### config.mk
export PLATFORM = sky130hd
export DESIGN_NAME = marker_lock_top
export DESIGN_NICKNAME = d
export VERILOG_FILES = /design/src/rtl/am_rlock_pkg.sv /design/src/rtl/mk_span_ctr.sv /design/src/rtl/mk_miss_tally.sv /design/src/rtl/marker_lock_top.sv
export SDC_FILE = /design/constraint.sdc
export NUM_CORES = 1
export LEC_CHECK = 0
export BUFFER_PORTS_ARGS = -buffer_cell sky130_fd_sc_hd__clkbuf_2
export CAP_MARGIN = 20
export CELL_PAD_IN_SITES_DETAIL_PLACEMENT = 1
export CELL_PAD_IN_SITES_GLOBAL_PLACEMENT = 2
export CORE_UTILIZATION = 35
export DETAILED_ROUTE_END_ITERATION = 8
export PLACE_DENSITY = 0.88
export SYNTH_ARGS = -nofsm -noshare
export SYNTH_HDL_FRONTEND = slang
export SYNTH_SLANG_ARGS = --single-unit
### constraint.sdc
create_clock -name clk -period 2.3 [get_ports clk]
set_input_delay 0.345 -clock clk [delete_from_list [all_inputs] [get_ports clk]]
set_output_delay 0.345 -clock clk [all_outputs]
set_load 0.02 [all_outputs]
### src/rtl/am_rlock_pkg.sv
package am_rlock_pkg;

    typedef enum logic [2:0] {
        ST_HUNT,
        ST_VERIFY,
        ST_TRACK,
        ST_RAPID,
        ST_SLIP
    } lock_st_e;

    typedef struct packed {
        logic clr;
        logic load_one;
        logic inc;
    } span_cmd_t;

    localparam int unsigned MISS_LIMIT = 4;

    function automatic int unsigned rapid_span(input bit is_100g);
        return is_100g ? 7 : 15;
    endfunction

endpackage

### src/rtl/mk_span_ctr.sv
module mk_span_ctr
    import am_rlock_pkg::*;
#(
    parameter int unsigned NORMAL_TC = 16383,
    parameter int unsigned RAPID_TC  = 7
) (
    input  logic      clk,
    input  logic      rst,
    input  span_cmd_t cmd,
    input  logic      lpi,
    output logic      at_slot
);
    localparam int unsigned CW = $clog2(NORMAL_TC + 1);
    localparam logic [CW-1:0] NORM_V  = CW'(NORMAL_TC);
    localparam logic [CW-1:0] RAPID_V = CW'(RAPID_TC);

    logic [CW-1:0] cnt;
    logic [CW-1:0] tc_now;

    always_ff @(posedge clk) begin
        if (rst) begin
            cnt <= '0;
        end else if (cmd.clr) begin
            cnt <= {{(CW-1){1'b0}}, cmd.load_one};
        end else if (cmd.inc) begin
            cnt <= cnt + 1'b1;
        end
    end

    always_comb begin
        tc_now  = lpi ? RAPID_V : NORM_V;
        at_slot = (cnt >= tc_now);
    end

    // the interval count never runs past the normal spacing
    a_r4_cnt_bounded: assert property (@(posedge clk) disable iff (rst)
        cnt <= NORM_V);

    // an idle command leaves the count alone
    a_r11_cnt_hold: assert property (@(posedge clk) disable iff (rst)
        (!cmd.clr && !cmd.inc) |=> $stable(cnt));

endmodule

### src/rtl/mk_miss_tally.sv
module mk_miss_tally
    import am_rlock_pkg::*;
#(
    parameter int unsigned LIMIT = MISS_LIMIT
) (
    input  logic clk,
    input  logic rst,
    input  logic clr,
    input  logic bump,
    output logic last
);
    localparam int unsigned TW = $clog2(LIMIT + 1);

    logic [TW-1:0] tally;

    always_ff @(posedge clk) begin
        if (rst || clr) begin
            tally <= '0;
        end else if (bump) begin
            tally <= tally + 1'b1;
        end
    end

    assign last = (tally == TW'(LIMIT - 1));

    // the tally is cleared before it can reach the slip limit
    a_r9_tally_below_limit: assert property (@(posedge clk) disable iff (rst)
        tally < TW'(LIMIT));

    // a clear request empties the tally
    a_r8_tally_cleared: assert property (@(posedge clk) disable iff (rst)
        clr |=> (tally == '0));

endmodule

### src/rtl/marker_lock_top.sv
module marker_lock_top
    import am_rlock_pkg::*;
#(
    parameter int unsigned LANE_W     = 5,
    parameter int unsigned NORMAL_TC  = 16383,
    parameter bit          RAPID_100G = 1'b1
) (
    input  logic              clk,
    input  logic              rst,
    input  logic              blk_valid,
    input  logic              mk_found,
    input  logic [LANE_W-1:0] mk_lane,
    input  logic              rx_lpi_active,
    input  logic              slip_done,
    output logic              am_lock,
    output logic              slip_req,
    output logic [LANE_W-1:0] lock_lane
);
    localparam int unsigned RAPID_TC = rapid_span(RAPID_100G);

    lock_st_e          st, st_nx;
    span_cmd_t         cmd;
    logic              at_slot;
    logic              t_clr, t_bump, t_last;
    logic              set_lock, drop_lock, cap;
    logic              lane_ok;
    logic [LANE_W-1:0] lane_q;

    mk_span_ctr #(
        .NORMAL_TC (NORMAL_TC),
        .RAPID_TC  (RAPID_TC)
    ) i_span (
        .clk     (clk),
        .rst     (rst),
        .cmd     (cmd),
        .lpi     (rx_lpi_active),
        .at_slot (at_slot)
    );

    mk_miss_tally #(
        .LIMIT (MISS_LIMIT)
    ) i_tally (
        .clk  (clk),
        .rst  (rst),
        .clr  (t_clr),
        .bump (t_bump),
        .last (t_last)
    );

    assign lane_ok = mk_found && (mk_lane == lane_q);

    always_comb begin
        st_nx     = st;
        cmd       = '0;
        t_clr     = 1'b0;
        t_bump    = 1'b0;
        set_lock  = 1'b0;
        drop_lock = 1'b0;
        cap       = 1'b0;
        unique case (st)
            ST_HUNT: begin
                if (blk_valid && mk_found) begin
                    cap     = 1'b1;
                    cmd.clr = 1'b1;
                    st_nx   = ST_VERIFY;
                end
            end
            ST_VERIFY: begin
                if (blk_valid) begin
                    if (at_slot) begin
                        if (lane_ok) begin
                            set_lock = 1'b1;
                            t_clr    = 1'b1;
                            cmd.clr  = 1'b1;
                            st_nx    = ST_TRACK;
                        end else begin
                            st_nx = ST_SLIP;
                        end
                    end else begin
                        cmd.inc = 1'b1;
                    end
                end
            end
            ST_TRACK, ST_RAPID: begin
                if (blk_valid) begin
                    if (st == ST_TRACK && rx_lpi_active) begin
                        cmd.clr      = 1'b1;
                        cmd.load_one = !mk_found;
                        st_nx        = ST_RAPID;
                    end else if (at_slot) begin
                        if (lane_ok) begin
                            t_clr   = 1'b1;
                            cmd.clr = 1'b1;
                            st_nx   = ST_TRACK;
                        end else if (t_last) begin
                            drop_lock = 1'b1;
                            t_clr     = 1'b1;
                            st_nx     = ST_SLIP;
                        end else begin
                            t_bump  = 1'b1;
                            cmd.clr = 1'b1;
                            st_nx   = ST_TRACK;
                        end
                    end else begin
                        cmd.inc = 1'b1;
                    end
                end
            end
            ST_SLIP: begin
                if (slip_done) begin
                    cmd.clr = 1'b1;
                    t_clr   = 1'b1;
                    st_nx   = ST_HUNT;
                end
            end
            default: st_nx = ST_HUNT;
        endcase
    end

    always_ff @(posedge clk) begin
        if (rst) begin
            st      <= ST_HUNT;
            am_lock <= 1'b0;
            lane_q  <= '0;
        end else begin
            st <= st_nx;
            if (set_lock) begin
                am_lock <= 1'b1;
            end else if (drop_lock) begin
                am_lock <= 1'b0;
            end
            if (cap) begin
                lane_q <= mk_lane;
            end
        end
    end

    assign slip_req  = (st == ST_SLIP);
    assign lock_lane = lane_q;

    // reset leaves the block unlocked and not slipping
    a_r1_reset_state: assert property (@(posedge clk)
        rst |=> (!am_lock && !slip_req && lock_lane == '0));

    // lock only rises on a valid marker that matches the captured lane
    a_r2_lock_on_match: assert property (@(posedge clk) disable iff (rst)
        $rose(am_lock) |-> $past(blk_valid && mk_found && mk_lane == lane_q));

    // lock never coexists with a pending slip
    a_r9_slip_unlocked: assert property (@(posedge clk) disable iff (rst)
        slip_req |-> !am_lock);

    // lock falls only into a slip
    a_r9_drop_to_slip: assert property (@(posedge clk) disable iff (rst)
        $fell(am_lock) |-> slip_req);

    // slip request is held until the handshake
    a_r10_slip_held: assert property (@(posedge clk) disable iff (rst)
        (slip_req && !slip_done) |=> slip_req);

    // the handshake ends the slip and returns to search unlocked
    a_r10_slip_exit: assert property (@(posedge clk) disable iff (rst)
        (slip_req && slip_done) |=> (!slip_req && !am_lock));

    // an empty cycle outside a slip changes neither lock nor lane
    a_r11_idle_stable: assert property (@(posedge clk) disable iff (rst)
        (!blk_valid && !slip_req) |=> ($stable(am_lock) && $stable(lock_lane)));

endmodule

==> impl.org, run 1 <==
** Hold path
- The startpoint identified for the worst hold timing path is mk_lane[2].
- In this run the worst hold path is classified as in2reg.
- Along the worst hold path, the cell count comes to 3.
- Endpoint with the worst hold slack :: lock_lane[2]

** Timing
- The worst pin sits at a relative slew slack of 0.745.
- Clock skew on the completed layout was measured at 0.00621 ns.
- Smallest hold slack :: 0.329 ns
- Upper clock frequency limit :: 0.459 GHz
- Count of endpoints failing setup in the final report :: 0
- The number of failing hold endpoints at the final stage came to 0.
- Pins over their slew limit :: 0
- Final setup margin :: 0.120 ns
- Actual slew at the worst max-slew pin :: 0.382 ns
- Clock period minus final worst setup slack :: 2.18 ns
- Dividing the final minimum period by the clock period gives 0.948.
- Adding up every negative setup slack in the final design gives 0 ns.

** Setup path
- Cell count of the worst reg-to-reg path :: 8
- STA classifies the critical path endpoint as a flip-flop.
- Element type at the critical path start :: flip-flop
- Class of the most critical setup path :: reg2reg
- Worst-path maximum fanout :: 12
- For flop-to-flop paths, the worst setup slack is 0.12 ns.
- STA puts the critical path data required time at 2.51 ns.
- Endpoint arrival time on the critical path :: 2.39 ns
- Crit Reg-Reg Startpoint :: i_span.cnt[9]
- The endpoint identified for the worst register-to-register timing path is i_span.cnt[12].

** Clock network
- Post-cts hold buffer count :: 0
- Maximum count of clock buffers along a single path :: 2
- The clock drives 26 sinks.
- The root buffer cell chosen for the clock tree is sky130_fd_sc_hd__clkbuf_8.
- Clock Latency Late Sink :: 0.28 ns
- The number of setup buffers added after CTS is 0.
- CTS built an H-tree with a depth of 1.
- After clock tree synthesis, the clock-pin slew on the worst setup and hold paths is 0.10 ns.
- Gates resized, CTS repair :: 0
- Inserted Clock Buffers :: 3
- TritonCTS built the clock tree.

** Synthesis
- Counting flops and latches in the post-synthesis netlist gives 26.
- Largest area contributor in the synthesized netlist :: sky130_fd_sc_hd__dfxtp_1
- In the synthesized netlist the dominant register cell turns out to be sky130_fd_sc_hd__dfxtp_1.
- Sorting the synthesized cells by area gives the leading types as sky130_fd_sc_hd__dfxtp_1 (32%), sky130_fd_sc_hd__ha_1 (11%), sky130_fd_sc_hd__xor2_1 (6.4%).
- Synthesis produced a netlist with a net count of 212.
- Post-synthesis async set-or-reset flop share :: 0
- Register area share after synthesis :: 0.316
- Unique cell type count in the Yosys netlist :: 48
- Top cell type's share of synthesized area :: 0.316
- A synthesized cell averages 8.81 um2.
- In the synthesized netlist, the number of instances is 187.
- In this run the cell area of the synthesized design comes to 0.00165 mm2.
- Count of warnings emitted by yosys :: 0
- Number of flops mapped to enable cells by yosys :: 0

** Place
- Number of instances in the placed design :: 264
- Hpwl dp :: 3.16 mm
- At the end of routability-driven placement, the weighted congestion stood at 0.811.
- In this run the tool buffered the top-level ports with 17 buffer cells.
- Post-Place Setup Slack :: -0.143 ns

** Layout
- The area growth from synthesis to layout is 17.0%.
- 0 antenna diodes ended up in the layout.
- After the last flow step, the layout net total stands at 242.
- Leaving out filler cells and counting taps, the final layout contains 268.
- In the layout the commonest cells are sky130_fd_sc_hd__dfxtp_1 (26), sky130_fd_sc_hd__nor2_1 (24), sky130_fd_sc_hd__clkbuf_2 (17).
- Leading cell type in the layout, fill and taps excluded :: sky130_fd_sc_hd__dfxtp_1
- Counting the fill cells in the layout gives 536.
- Share of post-route cells with drive strength above 1 :: 0.194

** Die
- Row generation in the floorplan step produced 24 rows.
- The die covers 0.00498 mm2.
- Ports placed on the boundary :: 18
- Floorplan Core Area :: 0.00444 mm2
- Overall die width :: 70.6 um
- Die H :: 70.6 um
- For this configuration, the core starts out at a cell density of 0.370.

** Global route
- Global-route usage over all layers :: 0.182
- Wire length of the first global-routing pass :: 7.02 mm
- In the global route stage, met2 resource usage came out at 0.324.
- Gr busiest metal :: met2
- Via count of the first global-routing pass :: 1463
- Global routing finished with a remaining overflow of 0.
- For met1 alone, demand over resource in global routing was 0.224.
- For met3 alone, demand over resource in global routing was 0.0299.
- The initial antenna violation count came to 0.
- Pin count of the biggest net entering global routing :: 15

** Power
- For this design the static power due to leakage is 0.000832 uW.
- Maximum ir drop on the vdd rail :: 0.000285 V
- Pwr dens :: 466 mW/mm2
- Total power of the final layout :: 897 uW

** Run status
- Run status :: finished, final reports clean

** Route
- Wires add up to 4.09 mm.
- Violation count after the first detailed-routing iteration :: 26
- DRC violations left :: 0
- Once detail routing completed, the nets flagged for antenna violations numbered 0.
- Average routed wire per standard cell :: 15.3 um
- For this run, the detailed router's first-pass iteration total came to 4.
- Total via count in the routed design :: 1472
- Via density :: 5.49

** Run
- Across the run, the number of max-cap violations was 0.
[worst max path at each step]
stage,startpoint,to,slack [ns]
6_report,i_span.cnt[9],i_span.cnt[12],0.12
5_1_grt,i_span.cnt[9],i_span.cnt[10],-0.03
4_1_cts,i_span.cnt[4],i_span.cnt[12],0.10
3_5_place_dp,rx_lpi_active,i_span.cnt[12],-0.14
3_3_place_gp,rx_lpi_active,i_span.cnt[10],-0.06
2_1_floorplan,rx_lpi_active,i_span.cnt[10],0.22
[registers in the layout (all words and copies together), names as in the netlist]
register       count
i_span.cnt        14
am_lock            1
lock_lane          5
st                 3
i_tally.tally      3
[metrics by stage]
stage / utilization / instance area (um2)
2_1_floorplan: - / 1650
3_3_place_gp: 0.420 / 1870
3_5_place_dp: 0.420 / 1870
4_1_cts: 0.432 / 1920
5_1_grt: 0.434 / 1930
6_report: 0.434 / 1930
[logic make-up (layout without fill, tap and decap cells)]
group | count (synthesis) | after routing | share of synthesized area
buffers and inverters | 14 | 43 | 0.0471
muxes | 8 | 8 | 0.0494
DFF | 26 | 26 | 0.316
xor gates and xnor gates | 13 | 13 | 0.0691
and+or+nand+nor | 70 | 70 | 0.220
AOI/OAI and AO/OA | 42 | 42 | 0.192
adders and majority gates | 14 | 14 | 0.106
[worst max-delay path, cell delays in order, from the launching register on]
cell	delay, ns
sky130_fd_sc_hd__dfxtp_1	0.40
sky130_fd_sc_hd__ha_1	0.27
sky130_fd_sc_hd__a21oi_1	0.15
sky130_fd_sc_hd__o21ai_0	0.12
sky130_fd_sc_hd__o21ai_1	0.23
sky130_fd_sc_hd__nand3_1	0.13
sky130_fd_sc_hd__buf_4	0.19
sky130_fd_sc_hd__or4_1	0.47
sky130_fd_sc_hd__a21oi_1	0.15
[layout make-up]
cell class / instances / area [um2] / share of cell area
clock buffer: 4 / 55.1 / 0.0286
multi-input combinational: 147 / 1050 / 0.547
timing repair buffer: 31 / 203 / 0.105
inverter: 8 / 30.0 / 0.0156
tap: 52 / 65.1 / 0.0338
sequential: 26 / 520 / 0.270
[cell usage after synthesis (3+ instances only)]
| library cell | n |
|---|---|
| sky130_fd_sc_hd__nor2_1 | 24 |
| sky130_fd_sc_hd__ha_1 | 14 |
| sky130_fd_sc_hd__o21ai_0 | 5 |
| sky130_fd_sc_hd__or4_1 | 5 |
| sky130_fd_sc_hd__a21oi_1 | 10 |
| sky130_fd_sc_hd__nand3_1 | 9 |
| sky130_fd_sc_hd__o31ai_1 | 4 |
| sky130_fd_sc_hd__mux2i_1 | 7 |
| sky130_fd_sc_hd__inv_1 | 8 |
| sky130_fd_sc_hd__nand2b_1 | 3 |
| sky130_fd_sc_hd__dfxtp_1 | 26 |
| sky130_fd_sc_hd__nand4_1 | 7 |
| sky130_fd_sc_hd__nand2_1 | 8 |
| sky130_fd_sc_hd__buf_6 | 3 |
| sky130_fd_sc_hd__xor2_1 | 12 |
[report_power, final]
part           switching (uW)  leakage (uW)  internal, uW
combinational            68.0      0.000593          50.9
clock                     156     0.0000288           154
sequential               11.5      0.000210           458
[layer usage]
metal  up-vias  wire (um)
met1       716       1880
li1        739          -
met2        13       2070
met3         4         75
met5         -          0
met4         0         62
Power figures use the tool's default switching activity.
==> inputs of run 2 (changes only) <==
--- a/config.mk
+++ b/config.mk
@@ -16,2 +16,3 @@
 export SYNTH_HDL_FRONTEND = slang
 export SYNTH_SLANG_ARGS = --single-unit
+export TNS_END_PERCENT = 5
==> constraint.sdc (replaced) <==
create_clock -name clk -period 2.3 [get_ports clk]
set_input_delay 0.23 -clock clk [delete_from_list [all_inputs] [get_ports clk]]
set_output_delay 0.23 -clock clk [all_outputs]
set_load 0.02 [all_outputs]
==> impl.org, run 2 (synthesis gave the netlist of run 1 again) <==
** Timing
- The final count of negative-setup-slack endpoints came to 0 (unchanged).
- Setup repair after global routing could not meet its margin everywhere.
- The largest clock skew in the final design is 0.00572 ns (-0.000486 ns).
- The worst relative slew slack came to 0.736 (-0.00932).
- Clock period minus final worst setup slack :: 2.17 ns (-0.0135 ns)
- The final worst-path setup slack came to 0.134 ns (+0.0135 ns).
- The worst-margin pin slew was 0.396 ns (+0.0140 ns).
- The aggregate negative setup slack was 0 ns (unchanged).
- Upper clock frequency limit :: 0.462 GHz (+0.62%)
- Hold violation total from the final report :: 0 (unchanged)
- Pins over their slew limit :: 0 (unchanged)
- Post-route clock period utilization :: 0.942 (-0.00587)

** Setup path
- The arrival time at the worst endpoint was 2.33 ns (-0.06 ns).
- Critical path buffers and inverters :: 1 (unchanged)
- On the critical path, the stage with the largest delay is an instance of sky130_fd_sc_hd__a2111oi_1.
- In this design, the largest share of critical-path delay is due to compound AO/OA/AOI/OAI gates.
- The largest fanout on the critical path was 10 (-2).
- The largest stage delay on the critical path was 0.39 ns (-0.08 ns).
- The number of cells traversed by the worst register-to-register path is 8 (unchanged).
- Traced cell by cell, the critical path runs through ha_1 > nand4_1 > a2111oi_1 > o21ai_1 > buf_4 > a21oi_4 > a21boi_1 > mux2_2.
- The total number of cells along the worst setup path was 8 (unchanged).
- The worst setup path is captured at a flip-flop.
- STA classifies the critical path startpoint as a flip-flop.
- The data required time at the worst endpoint is 2.47 ns (-0.04 ns).
- The critical path in this run is classified as reg2reg.

** Clock network
- The number of gates resized after cts is 0 (unchanged).
- Clock Latency Late Sink :: 0.27 ns (about the same)
- Inserted Clock Buffers :: 3 (unchanged)
- Count of buffers added by post-CTS timing repair for setup :: 0 (unchanged)
- The clock-pin transition on the worst setup and hold timing paths came to 0.09 ns (about the same).
- Number of sinks handled by clock tree synthesis :: 26 (unchanged)
- Clock tree from TritonCTS :: done
- The total number of H-tree levels is 1 (unchanged).
- The buffer depth of the longest clock path came to 2 (unchanged).
- CTS placed an instance of sky130_fd_sc_hd__clkbuf_8 at the clock tree root.
- The count of hold-fix buffers inserted at cts came to 0 (unchanged).

** Run status
- Run status :: finished, final reports clean

** Place
- Post-Place Setup Slack :: 0.0203 ns (+0.164 ns)
- The last weighted congestion value of the routability-driven placer came to 0.812 (about the same).
- The number of buffers inserted by port buffering is 17 (unchanged).
- Hpwl dp :: 3.10 mm (-1.9%)
- Cell area after placement :: 0.00187 mm2 (unchanged)

** Global route
- The largest net degree at the start of global routing is 15 (unchanged).
- The first-pass GRT wire length came to 7.08 mm (+0.88%).
- Via count of the first global-routing pass :: 1514 (+3.5%)
- The initial antenna violation count is 0 (unchanged).
- The residual overflow from global routing is 0 (unchanged).
- Global-route usage over all layers :: 0.177 (-0.00447)

** Run
- The max-cap check violation count was 0 (unchanged).

** Layout
- Antenna diodes :: 0 (unchanged)
- Commonest cells after routing, fill and taps aside :: sky130_fd_sc_hd__dfxtp_1 (26), sky130_fd_sc_hd__nor2_1 (24), sky130_fd_sc_hd__clkbuf_2 (17)
- Design area :: 0.00192 mm2 (-0.26%)
- From synthesis to final layout, the design area changed by 16.7%.
- The proportion of layout cells with a drive suffix above 1 was 0.190 (-0.00463).
- The library cell used most frequently in the layout, excluding fill and tap cells, is sky130_fd_sc_hd__dfxtp_1.
- The number of flip-flops in the largest register is 14 (unchanged).
- Total Nets Final :: 242 (unchanged)
- Most flop-heavy register :: i_span.cnt

** Route
- Total via count in the routed design :: 1453 (-1.3%)
- The detailed-route vias per instance came to 5.42 (-1.3%).
- The routed wire length per instance was 14.8 um (-2.9%).
- The first-pass detailed-route iteration total came to 4 (unchanged).
- The final routed DRC violation total was 0 (unchanged).
- Final wirelength :: 3.97 mm (-2.9%)
- The residual antenna-violating net count after detailed routing is 0 (unchanged).
- The violation count after the first detailed-route iteration was 35 (+35%).

** Die
- The full die area is 0.00498 mm2 (unchanged).
- The die height was 70.6 um (unchanged).
- The row count was 24 (unchanged).
- The boundary pin count is 18 (unchanged).
- The die outline width is 70.6 um (unchanged).
- The initial core utilization was 0.370 (unchanged).
- Floorplan Core Area :: 0.00444 mm2 (unchanged)

** Power
- The static leakage was 0.000833 uW (about the same).
- Maximum ir drop on the vdd rail :: 0.000265 V (-7.1%)
- The areal power density over the cells was 463 mW/mm2 (-0.63%).

** Hold path
- The path class of the tightest hold or removal check is in2reg.
- The worst hold path cell count is 3 (unchanged).
[run 2: cell counts in the layout (fill, tap and decap cells not counted)]
Identical to the previous run, type by type.
[run 2: metrics by stage]
stage,util,std cells,hold WS [ns],total power (uW)
after global routing,0.432,268,0.234,933
after global placement,0.420,264,0.472,596
after CTS,0.432,268,0.214,912
after detailed placement,0.420,264,0.473,599
final,0.432,268,0.222,889
after floorplan,-,187,0.374,556
[run 2: layout make-up]
cell class	instances	area, um2
Clock buffer	4	55.1
Fill cell	553	2520
Inverter	8	30.0
Multi-Input combinational cell	147	1050
Sequential cell	26	520
Tap cell	52	65.1
Timing Repair Buffer	31	203
[run 2: power by group]
| part | leakage [uW] | switching, uW | internal [uW] | total, uW |
|---|---|---|---|---|
| combinational | 0.000594 | 67.4 | 50.8 | 118 |
| clock | 0.0000288 | 149 | 153 | 302 |
| sequential | 0.000210 | 11.7 | 458 | 469 |
[run 2: per-layer routing]
metal,routed length [um],up-vias,share of wire,global-route usage
met1,1950,694,0.49,0.224
met3,96,2,0.024,0.0256
li1,-,741,-,-
met4,17,0,0.0043,0.0400
met2,1910,16,0.48,0.320
met5,0,-,0,0
[run 2: final timing paths]
| path | from | endpoint | slack (ns) |
|---|---|---|---|
| hold reg to reg | i_tally.tally[1] | i_tally.tally[1] | 0.50 |
| setup / recovery | i_span.cnt[4] | i_tally.tally[0] | 0.13 |
| setup reg to reg | i_span.cnt[4] | i_tally.tally[0] | 0.13 |
| hold / removal | mk_lane[4] | lock_lane[4] | 0.22 |
[run 2: worst min-delay path: stages]
cell	delay, ns
sky130_fd_sc_hd__clkbuf_2	0.10
sky130_fd_sc_hd__mux2i_1	0.07
sky130_fd_sc_hd__nor2_1	0.07
==> inputs of run 3 (changes only) <==
--- a/config.mk
+++ b/config.mk
@@ -10,5 +10,7 @@
 export CELL_PAD_IN_SITES_DETAIL_PLACEMENT = 1
 export CELL_PAD_IN_SITES_GLOBAL_PLACEMENT = 2
+export CORE_MARGIN = 1
 export CORE_UTILIZATION = 35
+export CTS_CLUSTER_SIZE = 28
 export DETAILED_ROUTE_END_ITERATION = 8
 export PLACE_DENSITY = 0.88
==> constraint.sdc (replaced) <==
create_clock -name clk -period 2.3 [get_ports clk]
set_input_delay 0.46 -clock clk [delete_from_list [all_inputs] [get_ports clk]]
set_output_delay 0.46 -clock clk [all_outputs]
set_load 0.02 [all_outputs]
==> impl.org, run 3 (synthesis gave the netlist of run 1 again) <==
** Run status
- The flow ran to the end, and the final reports show no timing, DRC or antenna violations.

** Route
- Total via count in the routed design :: 1511 (+4.0%)
- The routed wire length came to 4.17 mm (+5.0%).
- Detailed Routing Iterations Pass 1 :: 4 (unchanged)
- The residual antenna-violating net count after detailed routing was 0 (unchanged).
- Average routed wire per standard cell :: 15.3 um (+3.0%)
- Via density :: 5.53 (+2.1%)
- The violation count after the first detailed-route iteration was 30 (-14%).
- The final routed DRC violation total is 0 (unchanged).

** Timing
- Upper clock frequency limit :: 0.461 GHz (-0.17%)
- The final worst-path setup slack is 0.130 ns (-0.00377 ns).
- The final period utilization was 0.943 (+0.00164).
- The number of failing hold endpoints at the final stage was 0 (unchanged).
- Unrepaired setup endpoints after global routing :: true
- The count of pins over their slew limit was 0 (unchanged).
- Actual slew at the worst max-slew pin :: 0.417 ns (+0.0206 ns)
- Count of endpoints failing setup in the final report :: 0 (unchanged)
- Slew Limit Headroom :: 0.722 (-0.0137)
- The largest clock skew in the final design is 0.00722 ns (+0.00149 ns).
- Clock period minus final worst setup slack :: 2.17 ns (+0.00377 ns)

** Setup path
- The number of cells traversed by the worst register-to-register path came to 8 (unchanged).
- The arrival time at the worst endpoint is 2.39 ns (+0.06 ns).
- Crit path max-delay cell type :: sky130_fd_sc_hd__or4_1
- Setup slack on the worst flop-to-flop path :: 0.13 ns (about the same)
- The worst register-to-register path ends at i_span.cnt[6].
- Worst path most repeated cell :: sky130_fd_sc_hd__buf_4
- Critical Path, Cell by Cell :: buf_2 > buf_4 > ha_1 > nand2_1 > o21ai_0 > o21ai_1 > nand3_1 > buf_4 > or4_1 > a21oi_2
- The worst setup path is launched from an input pin.
- The worst setup path is captured at a flip-flop.
- Crit Reg-Reg Startpoint :: i_span.cnt[4]
- The largest fanout on the critical path came to 11 (+1).
- The critical path starts at rx_lpi_active.
- Critical path buffers and inverters :: 3 (+2)
- The data required time at the worst endpoint came to 2.52 ns (+0.05 ns).
- Cell type group with the largest total delay on the critical path :: simple AND/OR/NAND/NOR gates
- The largest stage delay on the critical path is 0.51 ns (+0.12 ns).
- The critical path is of the in2reg type.

** Die
- The full die area was 0.00498 mm2 (unchanged).
- Floorplan Core Area :: 0.00444 mm2 (unchanged)
- The die height came to 70.6 um (unchanged).
- Starting density of the core :: 0.370 (unchanged)
- The boundary pin count was 18 (unchanged).
- The die outline width came to 70.6 um (unchanged).
- The row count was 24 (unchanged).

** Hold path
- The min-delay analysis places its worst path in the category in2reg.
- The worst hold path cell count is 3 (unchanged).
- For hold timing, the worst endpoint is lock_lane[4].
- Startpoint of the tightest hold check path :: mk_lane[4]

** Layout
- From synthesis to final layout, the design area changed by 22.3%.
- The antenna diode count was 0 (unchanged).
- The number of nets in the layout was 247 (+2.1%).
- Commonest cells after routing, fill and taps aside :: sky130_fd_sc_hd__nor2_1 (24), sky130_fd_sc_hd__dfxtp_1 (24), sky130_fd_sc_hd__buf_4 (17)
- The number of flip-flops in the largest register is 14 (unchanged).
- The proportion of layout cells with a drive suffix above 1 is 0.231 (+0.0410).
- More flip-flops sit in one register than any other, and that register is i_span.cnt.
- The count of fill cells added during filler insertion is 554 (+0.18%).

** Global route
- The first-pass GRT wire length came to 7.19 mm (+1.6%).
- The initial antenna violation count is 0 (unchanged).
- The residual overflow from global routing was 0 (unchanged).
- The all-layer global routing usage is 0.180 (+0.00296).
- Via count of the first global-routing pass :: 1557 (+2.8%)
- The largest net degree at the start of global routing was 16 (+1).

** Power
- The power consumption came to 991 uW (+11%).
- The areal power density over the cells was 492 mW/mm2 (+6.4%).
- Leakage power total :: 0.000868 uW (+4.2%)
- Maximum ir drop on the vdd rail :: 0.000296 V (+12%)

** Clock network
- Post-cts hold buffer count :: 0 (unchanged)
- Inserted Clock Buffers :: 3 (unchanged)
- The clock-pin transition on the worst setup and hold timing paths is 0.10 ns (about the same).
- Maximum count of clock buffers along a single path :: 2 (unchanged)
- The number of gates resized after cts came to 0 (unchanged).
- Number of levels the H-tree was split into :: 1 (unchanged)
- Count of buffers added by post-CTS timing repair for setup :: 0 (unchanged)
- TritonCTS built the clock tree.
- The clock latency of the later-clocked register in the worst-skew pair was 0.28 ns (about the same).
- The cell sitting at the root of the clock tree is a sky130_fd_sc_hd__clkbuf_8.
- The CTS sink count is 26 (unchanged).

** Place
- The final HPWL from detailed placement was 3.15 mm (+1.5%).
- The number of buffers inserted by port buffering was 17 (unchanged).
- The last weighted congestion value of the routability-driven placer was 0.817 (+0.65%).
- Post-Place Setup Slack :: -0.243 ns (-0.263 ns)

** Run
- Max-capacitance violation count :: 0 (unchanged)
[run 3: cell count changes in the layout (fill, tap and decap cells not counted), sizes merged]
cell	before	now
buf	14	20
clkbuf	21	19
bufinv	0	1
[run 3: how the worst max path moves through the flow]
| stage | endpoint | cells after the start | slack (ns) |
|---|---|---|---|
| after floorplan | i_span.cnt[10] | 8 | 0.10 |
| after global placement | i_span.cnt[11] | 11 | -0.16 |
| after detailed placement | i_span.cnt[6] | 9 | -0.24 |
| after CTS | i_span.cnt[13] | 11 | 0.03 |
| after global routing | i_tally.tally[0] | 8 | -0.001 |
| final | i_span.cnt[6] | 10 | 0.13 |
[run 3: cell type report]
class | instances | area [um2] | area share
Clock inverter | 1 | 30.0 | 0.0149
Multi-Input combinational cell | 147 | 1070 | 0.532
Inverter | 8 | 30.0 | 0.0149
Tap cell | 52 | 65.1 | 0.0323
Timing Repair Buffer | 36 | 253 | 0.126
Sequential cell | 26 | 523 | 0.260
Clock buffer | 3 | 41.3 | 0.0205
[run 3: power breakdown]
part           total (uW)  internal [uW]  switching [uW]
logic                 129           57.5            71.9
registers             470            458            12.2
clock network         392            233             159
[run 3: worst register-to-register path, delay by kind of cell (launching register included)]
family	cells	cell delay, ns
AO/OA/AOI/OAI	4	0.67
AND/OR/NAND/NOR	2	0.61
adder cells (fa/ha/maj)	1	0.23
buffers and inverters	1	0.18
flip-flops	1	0.41
[run 3: routing by layer]
metal / global-route usage / wire length (um) / vias to the layer above
li1: - / - / 753
met1: 0.223 / 1890 / 735
met2: 0.331 / 2140 / 19
met3: 0.0313 / 98 / 4
met4: 0.0333 / 36 / 0
met5: 0 / 0 / -
[run 3: per-stage QoR]
| step | instances | cell area [um2] | utilization | hold WS [ns] | setup TNS, ns |
|---|---|---|---|---|---|
| finish | 273 | 2010 | 0.453 | 0.443 | 0 |
| global route | 273 | 2010 | 0.453 | 0.468 | -0.00142 |
| CTS | 273 | 1990 | 0.447 | 0.441 | 0 |
| detailed placement | 269 | 1920 | 0.431 | 0.470 | -4.00 |
| global placement | 269 | 1920 | 0.431 | 0.476 | -2.09 |
| floorplan | 187 | 1650 | - | 0.449 | 0 |
